==> config.mk <==
export PLATFORM = sky130hd
export DESIGN_NAME = ec_host_port
export DESIGN_NICKNAME = d
export VERILOG_FILES = /design/src/rtl/ec_pkg.sv /design/src/rtl/ec_busy_timer.sv /design/src/rtl/ec_seq_engine.sv /design/src/rtl/ec_out_buffer.sv /design/src/rtl/ec_host_port.sv
export SDC_FILE = /design/constraint.sdc
export NUM_CORES = 1
export LEC_CHECK = 0
export BUFFER_PORTS_ARGS = -buffer_cell sky130_fd_sc_hd__buf_4
export CAP_MARGIN = 20
export CORE_AREA = 2 2 64 66
export CTS_CLUSTER_DIAMETER = 150
export DETAILED_ROUTE_END_ITERATION = 7
export DIE_AREA = 0 0 66 68
export PLACE_DENSITY_LB_ADDON = 0.08
export SLEW_MARGIN = 30
export SYNTH_ARGS = -nofsm -noshare
export SYNTH_HDL_FRONTEND = slang
export SYNTH_SLANG_ARGS = --single-unit
==> constraint.sdc <==
create_clock -name clk -period 2.29 [get_ports clk]
set_input_delay 0.229 -clock clk [delete_from_list [all_inputs] [get_ports clk]]
set_output_delay 0.229 -clock clk [all_outputs]
set_load 0.01 [all_outputs]
==> src/rtl/ec_pkg.sv <==
package ec_pkg;
  localparam int OFS_DATA   = 0;
  localparam int OFS_STATUS = 4;
  localparam int OFS_ICR    = 8;

  localparam logic [7:0] CMD_READ      = 8'h80;
  localparam logic [7:0] CMD_WRITE     = 8'h81;
  localparam logic [7:0] CMD_BURST_ON  = 8'h82;
  localparam logic [7:0] CMD_BURST_OFF = 8'h83;
  localparam logic [7:0] CMD_QUERY     = 8'h84;

  localparam int ST_OBF   = 0;
  localparam int ST_IBF   = 1;
  localparam int ST_SMI   = 2;
  localparam int ST_CMD   = 3;
  localparam int ST_BURST = 4;

  typedef enum logic [1:0] {
    SEQ_IDLE    = 2'd0,
    SEQ_RD_ADDR = 2'd1,
    SEQ_WR_ADDR = 2'd2,
    SEQ_WR_DATA = 2'd3
  } seq_t;
endpackage

==> src/rtl/ec_busy_timer.sv <==
module ec_busy_timer #(
  parameter int BUSY_CYCLES = 4
) (
  input  logic clk,
  input  logic rst_n,
  input  logic load,
  output logic busy,
  output logic consume
);
  localparam int CNT_W = $clog2(BUSY_CYCLES + 1);

  logic [CNT_W-1:0] cnt_q, cnt_d;

  always_comb begin
    cnt_d = cnt_q;
    if (load)
      cnt_d = CNT_W'(BUSY_CYCLES);
    else if (cnt_q != '0)
      cnt_d = cnt_q - CNT_W'(1);
  end

  always_ff @(posedge clk or negedge rst_n) begin
    if (!rst_n) cnt_q <= '0;
    else        cnt_q <= cnt_d;
  end

  assign busy    = (cnt_q != '0);
  assign consume = (cnt_q == CNT_W'(1)) && !load;
endmodule

==> src/rtl/ec_seq_engine.sv <==
module ec_seq_engine
  import ec_pkg::*;
#(
  parameter int         RS_ADDR_W   = 8,
  parameter logic [7:0] QUERY_VALUE = 8'hA5
) (
  input  logic                 clk,
  input  logic                 rst_n,
  input  logic                 consume,
  input  logic                 byte_is_cmd,
  input  logic [7:0]           byte_val,
  input  logic [7:0]           rs_rdata,
  output logic [RS_ADDR_W-1:0] rs_addr,
  output logic [7:0]           rs_wdata,
  output logic                 rs_we,
  output logic                 burst,
  output logic                 ob_load,
  output logic [7:0]           ob_value
);
  seq_t                 state_q, state_d;
  logic [RS_ADDR_W-1:0] addr_q, addr_d;
  logic                 burst_q, burst_d;

  always_comb begin
    state_d  = state_q;
    addr_d   = addr_q;
    burst_d  = burst_q;
    rs_we    = 1'b0;
    ob_load  = 1'b0;
    ob_value = rs_rdata;
    if (consume) begin
      if (byte_is_cmd) begin
        state_d = SEQ_IDLE;
        case (byte_val)
          CMD_READ:      state_d = SEQ_RD_ADDR;
          CMD_WRITE:     state_d = SEQ_WR_ADDR;
          CMD_BURST_ON:  burst_d = 1'b1;
          CMD_BURST_OFF: burst_d = 1'b0;
          CMD_QUERY: begin
            ob_load  = 1'b1;
            ob_value = QUERY_VALUE;
          end
          default: ;
        endcase
      end else begin
        case (state_q)
          SEQ_RD_ADDR: begin
            ob_load = 1'b1;
            state_d = SEQ_IDLE;
          end
          SEQ_WR_ADDR: begin
            addr_d  = byte_val[RS_ADDR_W-1:0];
            state_d = SEQ_WR_DATA;
          end
          SEQ_WR_DATA: begin
            rs_we   = 1'b1;
            state_d = SEQ_IDLE;
          end
          default: ;
        endcase
      end
    end
  end

  always_ff @(posedge clk or negedge rst_n) begin
    if (!rst_n) begin
      state_q <= SEQ_IDLE;
      addr_q  <= '0;
      burst_q <= 1'b0;
    end else begin
      state_q <= state_d;
      addr_q  <= addr_d;
      burst_q <= burst_d;
    end
  end

  assign rs_addr  = (state_q == SEQ_WR_DATA) ? addr_q : byte_val[RS_ADDR_W-1:0];
  assign rs_wdata = byte_val;
  assign burst    = burst_q;
endmodule

==> src/rtl/ec_out_buffer.sv <==
module ec_out_buffer (
  input  logic       clk,
  input  logic       rst_n,
  input  logic       load,
  input  logic [7:0] value,
  input  logic       take,
  output logic       full,
  output logic [7:0] data
);
  logic       full_d;
  logic [7:0] data_d;

  always_comb begin
    full_d = full;
    data_d = data;
    if (take) full_d = 1'b0;
    if (load) begin
      full_d = 1'b1;
      data_d = value;
    end
  end

  always_ff @(posedge clk or negedge rst_n) begin
    if (!rst_n) begin
      full <= 1'b0;
      data <= '0;
    end else begin
      full <= full_d;
      data <= data_d;
    end
  end
endmodule

==> src/rtl/ec_host_port.sv <==
module ec_host_port
  import ec_pkg::*;
#(
  parameter int         BUSY_CYCLES = 4,
  parameter logic [7:0] QUERY_VALUE = 8'hA5,
  parameter int         RS_ADDR_W   = 8,
  parameter int         OFS_W       = 4
) (
  input  logic                 clk,
  input  logic                 rst_n,
  input  logic                 bus_we,
  input  logic                 bus_re,
  input  logic [OFS_W-1:0]     bus_addr,
  input  logic [7:0]           bus_wdata,
  output logic [7:0]           bus_rdata,
  output logic [RS_ADDR_W-1:0] rs_addr,
  output logic [7:0]           rs_wdata,
  output logic                 rs_we,
  input  logic [7:0]           rs_rdata
);
  logic sel_data, sel_cmd, sel_icr, host_wr;
  logic [7:0] byte_q, byte_d;
  logic       cmd_flag_q, cmd_flag_d;
  logic [7:0] icr_q, icr_d;
  logic       ibf, consume, burst, ob_load, obf;
  logic [7:0] ob_value, ob_data, status;

  assign sel_data = (bus_addr == OFS_W'(OFS_DATA));
  assign sel_cmd  = (bus_addr == OFS_W'(OFS_STATUS));
  assign sel_icr  = (bus_addr == OFS_W'(OFS_ICR));
  assign host_wr  = bus_we && (sel_data || sel_cmd);

  always_comb begin
    byte_d     = byte_q;
    cmd_flag_d = cmd_flag_q;
    icr_d      = icr_q;
    if (host_wr) begin
      byte_d     = bus_wdata;
      cmd_flag_d = sel_cmd;
    end
    if (bus_we && sel_icr)
      icr_d = bus_wdata;
  end

  always_ff @(posedge clk or negedge rst_n) begin
    if (!rst_n) begin
      byte_q     <= '0;
      cmd_flag_q <= 1'b0;
      icr_q      <= '0;
    end else begin
      byte_q     <= byte_d;
      cmd_flag_q <= cmd_flag_d;
      icr_q      <= icr_d;
    end
  end

  ec_busy_timer #(.BUSY_CYCLES(BUSY_CYCLES)) u_timer (
    .clk(clk), .rst_n(rst_n), .load(host_wr), .busy(ibf), .consume(consume)
  );

  ec_seq_engine #(.RS_ADDR_W(RS_ADDR_W), .QUERY_VALUE(QUERY_VALUE)) u_seq (
    .clk(clk), .rst_n(rst_n), .consume(consume), .byte_is_cmd(cmd_flag_q),
    .byte_val(byte_q), .rs_rdata(rs_rdata), .rs_addr(rs_addr),
    .rs_wdata(rs_wdata), .rs_we(rs_we), .burst(burst),
    .ob_load(ob_load), .ob_value(ob_value)
  );

  ec_out_buffer u_obuf (
    .clk(clk), .rst_n(rst_n), .load(ob_load), .value(ob_value),
    .take(bus_re && sel_data), .full(obf), .data(ob_data)
  );

  always_comb begin
    status           = '0;
    status[ST_OBF]   = obf;
    status[ST_IBF]   = ibf;
    status[ST_SMI]   = 1'b0;
    status[ST_CMD]   = cmd_flag_q;
    status[ST_BURST] = burst;
  end

  always_comb begin
    bus_rdata = '0;
    if (sel_data)     bus_rdata = ob_data;
    else if (sel_cmd) bus_rdata = status;
    else if (sel_icr) bus_rdata = icr_q;
  end
endmodule

==> metrics.cfg, run 1 <==
[pwr]
power.total_mw = 2.15
ir_drop_uv = 409
leakage_nw = 1.17
power.density_nw_per_um2 = 888

[synthesis]
synth_common_cells = 40 x dfrtp_1, 32 x mux2_2, 12 x nor2_1
ys_seq_area_share_pct = 52.1
synth-seq-cells = 40
synth_nets = 187
synthesis.instances = 160
syn_area_per_cell_um2 = 12.0
synth.area.top_cells = dfrtp_1 52%, mux2_2 19%, mux2i_1 3.1%, nor2_1 2.3%, nand2_1 2.1%
yosys.area.top_type = dfrtp_1
synth_area_um2 = 1920
synth_top_area_share_pct = 52.1
ys.flop_type = dfrtp_1
yosys.cell_types.count = 31
async_reset_ff_share_pct = 100
synth_edf_count = 0
yosysWarnings = 0
synth.most_common_cell = dfrtp_1

[clock_tree]
cts_tree = built
clk_pin_slew_ns = 0.08
clk_latency_ns = 0.28
cts_setup_buffers = 0
cts_root_buf = clkbuf_8
cts_buffer_depth = 2
cts_made_buffers = 5
cts_resized = 0
htree_levels = 2
cts_sinks = 40

[worst_setup_path]
worstSetupPathType = register to register
critical_path.startpoint_type = register
rr_worst_depth = 4
end_kind = register
cp_slowest_cell = or4_1
worstPathArrival_ns = 2.12
r2r_slack_ns = 0.33
max_stage_delay_ns = 0.58
worstPathRequired_ns = 2.46
r2r_start = byte_q[3]
path_buf_inv = 0
crit_fanout = 5
path_delay_family = simple AND/OR/NAND/NOR gates
r2r_end = u_obuf.data[6]
worstPathCellList = or4_1 -> nor4b_1 -> o21ai_2 -> a22o_1

[min_path]
hp-start = bus_we
hold_end = u_timer.cnt_q[0]
hp-class = primary input to register
holdPathStages = 2

[sta]
finalCritPeriodShare_pct = 85.4
max_freq_mhz = 511
slew_headroom_pct = 58.8
period_minus_slack_ns = 1.96
fin_skew_ns = 0.00997
drv_slew = 0
timing.final.ws_setup_ns = 0.334
fin_setup_tns_ns = 0
tightest_slew_ns = 0.613
grt_setup_unrepaired = no
hold_ws_ns = 0.142
setup_violations = 0
hold_violations = 0

[floorplanning]
die_area_um2 = 4490
initial_core_util_pct = 49.8
io_pins = 49
die_h_um = 68
coreArea_um2 = 3860
core.rowCount = 23
die_w_um = 66

[layout]
syn_to_final_growth_pct = 26.0
nets = 240
fin_area_um2 = 2420
n_antenna_cell = 0
final.fill_count = 337
final_util_pct = 62.8
layout-drive-gt1-share_pct = 42.5
fin_cells = 264

[global_route]
grt_pass1_vias = 1412
antenna_found_initial = 0
grt_pass1_wl_mm = 6.83
grt-ovfl-total = 0
grt_max_degree = 41
gr-usage-all-layers_pct = 20.3

[route]
route.detailed.drc = 0
final_antenna_net_count = 0
firstDrtPassIters = 4
avgViaCountPerCell = 5.49
vias = 1450
wirelength_mm = 4.22
wl_per_cell_um = 16.0
drt-initial-drc-count = 124

[placement]
place_ws_ns = 0.306
dp_cells = 255
dp_hpwl_mm = 3.28
numPortBuffers = 48
dpl_cell_area_um2 = 2320
place_congestion = 0.822

[run_status]
status = complete, no violations

[job]
cap_violations = 0

cell families (layout without fill, tap and decap cells):
family / Yosys count / after routing / share of synthesized area, %
compound gates: 27 / 27 / 9.44
xor+xnor: 1 / 1 / 0.456
fa+ha+maj: 3 / 3 / 1.95
flops: 40 / 40 / 52.1
mux: 38 / 38 / 21.9
simple gates: 40 / 40 / 11.2
buf+inv: 11 / 65 / 2.99
report_power, final:
| group | switching [mW] | internal (mW) |
|---|---|---|
| clock | 0.220 | 0.246 |
| sequential | 0.148 | 0.892 |
| combinational | 0.295 | 0.350 |
| total | 0.663 | 1.49 |
sequential cells by signal (all words and copies together), names as in the netlist:
name	count
u_seq.burst	1
cmd_flag_q	1
u_timer.cnt_q	3
u_obuf.full	1
byte_q	8
u_seq.addr_q	8
icr_q	8
u_seq.state_q	2
u_obuf.data	8
timing repair:
item / 4_1_cts / 5_1_grt
setup endpoints to repair: 0 / 0
hold buffers: 1 / 0
hold endpoints to repair: 40 / 0
layout by cell type, fill, tap and decap left out, types with 2 or more instances in the layout:
cell type,Yosys,layout
buf_4,0,49
dfrtp_1,40,40
mux2_2,32,32
nor2_1,12,12
nand2_1,11,11
o21ai_0,8,8
inv_1,7,7
mux2i_1,6,6
a21oi_1,6,6
clkbuf_8,0,6
nor3_1,5,5
a22o_1,4,4
o22a_1,4,4
ha_1,3,3
nand3b_1,2,2
a221oi_1,2,2
clkbuf_1,1,2
layer usage:
layer / up-vias / global-route usage (%) / wire length [um]
met5: - / 0 / 0
met4: 0 / 5.87 / 38
met3: 4 / 3.95 / 150
met2: 32 / 34.8 / 2220
met1: 731 / 26.5 / 1810
li1: 683 / - / -
worst max-delay path by stage:
stage                start               to  cells past startpoint
2_1_floorplan    byte_q[3]   u_obuf.data[1]                      4
3_3_place_gp   bus_addr[1]  u_seq.addr_q[5]                      5
3_5_place_dp   bus_addr[1]  u_seq.addr_q[6]                      5
4_1_cts          byte_q[3]   u_obuf.data[0]                      4
5_1_grt          byte_q[3]   u_obuf.data[2]                      4
6_report         byte_q[3]   u_obuf.data[6]                      4
area by class of cell:
class                           count  area (um^2)  share of cell area [%]
Sequential cell                    40         1000                    41.3
Multi-Input combinational cell    109          863                    35.7
Timing Repair Buffer               50          378                    15.6
Clock buffer                        8         90.1                    3.72
Tap cell                           50         62.6                    2.58
Inverter                            7         26.3                    1.09
Note: power is estimated with default switching activity, not from simulation.
==> run 2, diff against run 1 <==
RECOVER_POWER = 50   (was not set)
==> metrics.cfg, run 2 (synthesis gave the netlist of run 1 again) <==
[layout]
final.fill_count = 346  ; was 337
n_antenna_cell = 0  ; unchanged
final_cell_mix = 42 x buf_4, 40 x dfrtp_1, 32 x mux2_2  ; was 49 x buf_4, 40 x dfrtp_1, 32 x mux2_2
final_common_cell = buf_4  ; unchanged
nets = 240  ; unchanged
syn_to_final_growth_pct = 24.5  ; was 26.0%
layout-drive-gt1-share_pct = 39.3  ; was 42.5%
fin_cells = 264  ; unchanged

[run_status]
status = complete, no violations  ; unchanged

[worst_setup_path]
crit_fanout = 5  ; unchanged
r2r_start = byte_q[3]  ; unchanged
rr_worst_depth = 4  ; unchanged
worstPathArrival_ns = 2.12  ; about the same
cp-startpoint = byte_q[3]  ; unchanged
critical_path.startpoint_type = register  ; unchanged
worstSetupPathType = register to register  ; unchanged
worstPathRequired_ns = 2.46  ; about the same
end_kind = register  ; unchanged

[pwr]
power.density_nw_per_um2 = 893  ; was 888 nW/um^2
leakage_nw = 1.15  ; was 1.17 nW
ir_drop_uv = 398  ; was 409 uV
power.total_mw = 2.14  ; was 2.15 mW

[floorplanning]
io_pins = 49  ; unchanged
die_h_um = 68  ; unchanged
initial_core_util_pct = 49.8  ; unchanged
die_area_um2 = 4490  ; unchanged
coreArea_um2 = 3860  ; unchanged
die_w_um = 66  ; unchanged
core.rowCount = 23  ; unchanged

[global_route]
antenna_found_initial = 0  ; unchanged
grt_pass1_vias = 1412  ; unchanged
grt-ovfl-total = 0  ; unchanged
grt_max_degree = 41  ; unchanged
grt_pass1_wl_mm = 6.83  ; unchanged
gr-usage-all-layers_pct = 20.3  ; unchanged

[min_path]
hp-class = primary input to register  ; unchanged
holdPathStages = 2  ; unchanged
hp-start = bus_we  ; unchanged

[route]
drt-initial-drc-count = 132  ; was 124
wirelength_mm = 4.23  ; was 4.22 mm
avgViaCountPerCell = 5.49  ; unchanged
wl_per_cell_um = 16.0  ; about the same
route.detailed.drc = 0  ; unchanged
final_antenna_net_count = 0  ; unchanged
firstDrtPassIters = 4  ; unchanged
vias = 1450  ; unchanged

[clock_tree]
clk_latency_ns = 0.28  ; about the same
htree_levels = 2  ; unchanged
cts_sinks = 40  ; unchanged
cts_root_buf = clkbuf_8  ; unchanged
cts_buffer_depth = 2  ; unchanged
clk_pin_slew_ns = 0.08  ; about the same
cts_tree = built  ; unchanged
cts_resized = 0  ; unchanged
cts_made_buffers = 5  ; unchanged

[sta]
slew_headroom_pct = 35.5  ; was 58.8%
setup_violations = 0  ; unchanged
hold_violations = 0  ; unchanged
grt_setup_unrepaired = no  ; unchanged
drv_slew = 0  ; unchanged
timing.final.ws_setup_ns = 0.338  ; was 0.334 ns
fin_skew_ns = 0.0108  ; was 0.00997 ns
period_minus_slack_ns = 1.95  ; was 1.96 ns
fin_setup_tns_ns = 0  ; unchanged
finalCritPeriodShare_pct = 85.2  ; was 85.4%
max_freq_mhz = 512  ; was 511 MHz
tightest_slew_ns = 0.967  ; was 0.613 ns

[placement]
dp_hpwl_mm = 3.28  ; unchanged
numPortBuffers = 48  ; unchanged
place_congestion = 0.822  ; unchanged
dp_cells = 255  ; unchanged
place_ws_ns = 0.306  ; unchanged

[job]
cap_violations = 0  ; unchanged

-- run 2: cell types whose count changed in the layout (fill, tap and decap cells not counted), sizes merged --
cell,before,now
clkbuf,8,15
buf,49,42
-- run 2: final timing paths --
path	to	slack, ns
min in group asynchronous	u_seq.state_q[1]	0.64
max in group asynchronous	byte_q[6]	1.05
hold / removal	u_timer.cnt_q[0]	0.14
setup / recovery	u_obuf.data[6]	0.34
hold reg to reg	u_obuf.data[7]	0.50
setup reg to reg	u_obuf.data[6]	0.34
-- run 2: critical path: stages (launching register included) --
cell	delay (ns)
dfrtp_1	0.43
or4_1	0.58
nor4b_1	0.42
o21ai_2	0.19
a22o_1	0.22
-- run 2: where the power goes --
group / internal (mW) / total (mW) / switching [mW]
clock: 0.246 / 0.469 / 0.223
sequential: 0.892 / 1.04 / 0.148
combinational: 0.333 / 0.629 / 0.296
-- run 2: final cells by class --
class	count	area, um^2	area share [%]
multi-input cells	109	860	35.9
flip-flops and latches	40	1000	41.8
well taps	50	62.6	2.62
inverters	7	26.3	1.10
repair buffers	50	353	14.7
clock buffers	8	90.1	3.77
-- run 2: stage by stage --
stage	utilization (%)	hold slack (ns)	cell area, um^2
floorplan	-	-0.0666	1920
global placement	60.2	0.221	2320
detailed placement	60.2	0.230	2320
CTS	62.8	0.132	2420
global route	62.0	0.145	2390
finish	62.0	0.139	2390
-- run 2: per-layer routing --
metal  track usage, %  part of all wire, %  routed length, um  up-vias
met5                0                    0                  0        -
met4             5.87                 0.90                 38        0
met3             3.95                  3.6                154        4
met2             34.8                   52               2220       33
met1             26.5                   43               1820      731
li1                 -                    -                  -      682
-- run 2: timing repair --
item | CTS | global route
setup endpoints to repair | 0 | 0
endpoints found under the hold margin | 40 | 0
hold buffers | 1 | 0
buffers inserted | 0 | 0
==> run 3, diff against run 2 <==
BUFFER_PORTS_ARGS = -buffer_cell sky130_fd_sc_hd__buf_2   (was -buffer_cell sky130_fd_sc_hd__buf_4)
CORE_AREA = 2 2 67 69   (was 2 2 64 66)
CTS_CLUSTER_SIZE = 24   (was not set)
DIE_AREA = 0 0 69 71   (was 0 0 66 68)
SYNTH_HIERARCHICAL = 1   (was not set)
==> metrics.cfg, run 3 <==
[run_status]
status = complete, no violations  ; unchanged

[worst_setup_path]
worstPathCellList = inv_1 -> ha_1 -> nor3b_1 -> nand2_1 -> nor3_4 -> or2_2 -> mux2_4  ; was or4_1 -> nor4b_1 -> o21ai_2 -> a22o_1
cp_slowest_cell = dfrtp_1  ; was or4_1
end_kind = register  ; unchanged
critical_path.startpoint_type = register  ; unchanged
worstPathRequired_ns = 2.47  ; was 2.46 ns
max_stage_delay_ns = 0.39  ; was 0.58 ns
crit_fanout = 9  ; was 5
worstSetupPathType = register to register  ; unchanged
worstPathArrival_ns = 2.28  ; was 2.12 ns

[layout]
nets = 252  ; was 240
syn_to_final_growth_pct = 17.0  ; was 24.5%
final_util_pct = 60.3  ; was 62.0%
final.fill_count = 374  ; was 346
layout-drive-gt1-share_pct = 49.1  ; was 39.3%
fin_area_um2 = 2530  ; was 2390 um^2
fin_cells = 278  ; was 264
final_cell_mix = 41 x buf_2, 40 x dfrtp_1, 32 x mux2_2  ; was 42 x buf_4, 40 x dfrtp_1, 32 x mux2_2
n_antenna_cell = 0  ; unchanged
final_common_cell = buf_2  ; was buf_4

[sta]
tightest_slew_ns = 0.969  ; was 0.967 ns
timing.final.ws_setup_ns = 0.191  ; was 0.338 ns
fin_setup_tns_ns = 0  ; unchanged
drv_slew = 0  ; unchanged
grt_setup_unrepaired = no  ; unchanged
hold_ws_ns = 0.170  ; was 0.139 ns
finalCritPeriodShare_pct = 91.7  ; was 85.2%
fin_skew_ns = 0.00518  ; was 0.0108 ns
max_freq_mhz = 476  ; was 512 MHz
slew_headroom_pct = 35.4  ; was 35.5%
hold_violations = 0  ; unchanged
setup_violations = 0  ; unchanged
period_minus_slack_ns = 2.10  ; was 1.95 ns

[synthesis]
synth-adder-area-share_pct = 1.73  ; was 1.95%
yosys.cell_types.count = 33  ; was 31
syn_area_per_cell_um2 = 12.7  ; was 12.0 um^2
async_reset_ff_share_pct = 100  ; unchanged
synthesis.instances = 171  ; was 160
synth_common_cells = 40 x dfrtp_1, 32 x mux2_2, 9 x buf_4, 9 x mux2_4  ; was 40 x dfrtp_1, 32 x mux2_2, 12 x nor2_1
synth_nets = 198  ; was 187
synth_edf_count = 0  ; unchanged
synth.area.top_cells = dfrtp_1 46%, mux2_2 17%, mux2_4 6.2%, mux2i_1 3.7%, buf_4 3.1%  ; was dfrtp_1 52%, mux2_2 19%, mux2i_1 3.1%, nor2_1 2.3%, nand2_1 2.1%
ys.flop_type = dfrtp_1  ; unchanged
yosys.area_share.simple_pct = 15.5  ; was 11.2%
yosysWarnings = 6  ; was 0
synth.most_common_cell = dfrtp_1  ; unchanged
synthMuxAreaShare_pct = 27.1  ; was 21.9%
yosys.area.top_type = dfrtp_1  ; unchanged
synth_top_area_share_pct = 46.2  ; was 52.1%
ys_seq_area_share_pct = 46.2  ; was 52.1%
synth-seq-cells = 40  ; unchanged
synth_top_family_by_area = multiplexers  ; unchanged
synth-xor-area-share_pct = 0  ; was 0.456%
synth-compound-area-share_pct = 3.93  ; was 9.44%
synth_area_um2 = 2170  ; was 1920 um^2

[route]
wl_per_cell_um = 16.0  ; about the same
vias = 1468  ; was 1,450
avgViaCountPerCell = 5.28  ; was 5.49
firstDrtPassIters = 4  ; unchanged
final_antenna_net_count = 0  ; unchanged
drt-initial-drc-count = 89  ; was 132
route.detailed.drc = 0  ; unchanged
wirelength_mm = 4.45  ; was 4.23 mm

[pwr]
power.total_mw = 2.12  ; was 2.14 mW
leakage_nw = 1.23  ; was 1.15 nW
power.density_nw_per_um2 = 835  ; was 893 nW/um^2
ir_drop_uv = 446  ; was 398 uV

[clock_tree]
cts_sinks = 40  ; unchanged
htree_levels = 2  ; unchanged
cts_root_buf = clkbuf_8  ; unchanged
cts_buffer_depth = 2  ; unchanged
clk_latency_ns = 0.29  ; was 0.28 ns
cts_made_buffers = 5  ; unchanged
cts_tree = built  ; unchanged
clk_pin_slew_ns = 0.08  ; about the same

[placement]
place_congestion = 0.760  ; was 0.822
dp_hpwl_mm = 3.28  ; about the same
dpl_cell_area_um2 = 2440  ; was 2320 um^2
dp_cells = 268  ; was 255
numPortBuffers = 48  ; unchanged
place_ws_ns = 0.0341  ; was 0.306 ns

[floorplanning]
die_h_um = 71  ; was 68 um
die_w_um = 69  ; was 66 um
die_area_um2 = 4900  ; was 4490 um^2
core.rowCount = 24  ; was 23
io_pins = 49  ; unchanged
coreArea_um2 = 4200  ; was 3860 um^2
initial_core_util_pct = 51.5  ; was 49.8%

[global_route]
grt-ovfl-total = 0  ; unchanged
gr-usage-all-layers_pct = 19.3  ; was 20.3%
grt_pass1_vias = 1586  ; was 1,412
grt_pass1_wl_mm = 7.45  ; was 6.83 mm
antenna_found_initial = 0  ; unchanged
grt_max_degree = 41  ; unchanged

[min_path]
hp-class = primary input to register  ; unchanged

[job]
cap_violations = 0  ; unchanged

## run 3: cell types whose count changed after synthesis, moves of 6 or more
cell,change
buf_4,+9
mux2_4,+9
nor2b_1,+7
o21ai_0,-7
nor3b_1,+6
## run 3: metal layers
layer	part of all wire [%]	GRT usage [%]	routed length, um
met3	3.6	6.13	161
met2	52	34.0	2330
met4	0.61	6.54	27
met5	0	0	0
met1	43	22.5	1920
## run 3: final timing paths
| path | slack (ns) | cells after the start | to | start |
|---|---|---|---|---|
| setup / recovery | 0.19 | 7 | u_obuf/data[2] | u_timer/cnt_q[1] |
| min in group asynchronous | 0.62 | 2 | u_timer/cnt_q[0] | rst_n |
| setup reg to reg | 0.19 | 7 | u_obuf/data[2] | u_timer/cnt_q[1] |
| hold reg to reg | 0.51 | 1 | u_seq/addr_q[3] | u_seq/addr_q[3] |
| hold / removal | 0.17 | 2 | icr_q[3] | bus_wdata[3] |
| max in group asynchronous | 1.07 | 2 | u_seq/state_q[1] | rst_n |
## run 3: kinds of logic after synthesis
kind of cell / after synthesis
AO/OA/AOI/OAI: 12
multiplexers: 50
flip-flops: 40
buffers and inverters: 17
adder cells (fa/ha/maj): 3
AND/OR/NAND/NOR: 49
## run 3: where the power goes
part | internal, mW | total (mW) | switching, mW | leakage (nW)
combinational | 0.356 | 0.638 | 0.282 | 0.665
sequential | 0.860 | 0.978 | 0.119 | 0.520
clock | 0.244 | 0.501 | 0.257 | 0.0434
## run 3: critical path: cells and delay by family, from the launching register on
| family | cells | cell delay (ns) |
|---|---|---|
| fa+ha+maj | 1 | 0.14 |
| mux | 1 | 0.34 |
| buf+inv | 1 | 0.10 |
| flops | 1 | 0.39 |
| simple gates | 4 | 1.02 |
## run 3: final cells by class
type | count | area [um^2] | area share (%)
clock buffer | 6 | 82.6 | 3.26
clock inverter | 2 | 15.0 | 0.593
inverter | 4 | 15.0 | 0.593
multi-input combinational | 114 | 1030 | 40.6
sequential | 40 | 1000 | 39.5
tap | 52 | 65.1 | 2.57
timing repair buffer | 60 | 327 | 12.9
## run 3: repair_timing
| item | in CTS | in global routing |
|---|---|---|
| setup buffers | 0 | 1 |
| gates resized for setup | 0 | 1 |
| hold buffers | 0 | 1 |
| hold endpoints to repair | 0 | 40 |
| setup endpoints to repair | 0 | 16 |
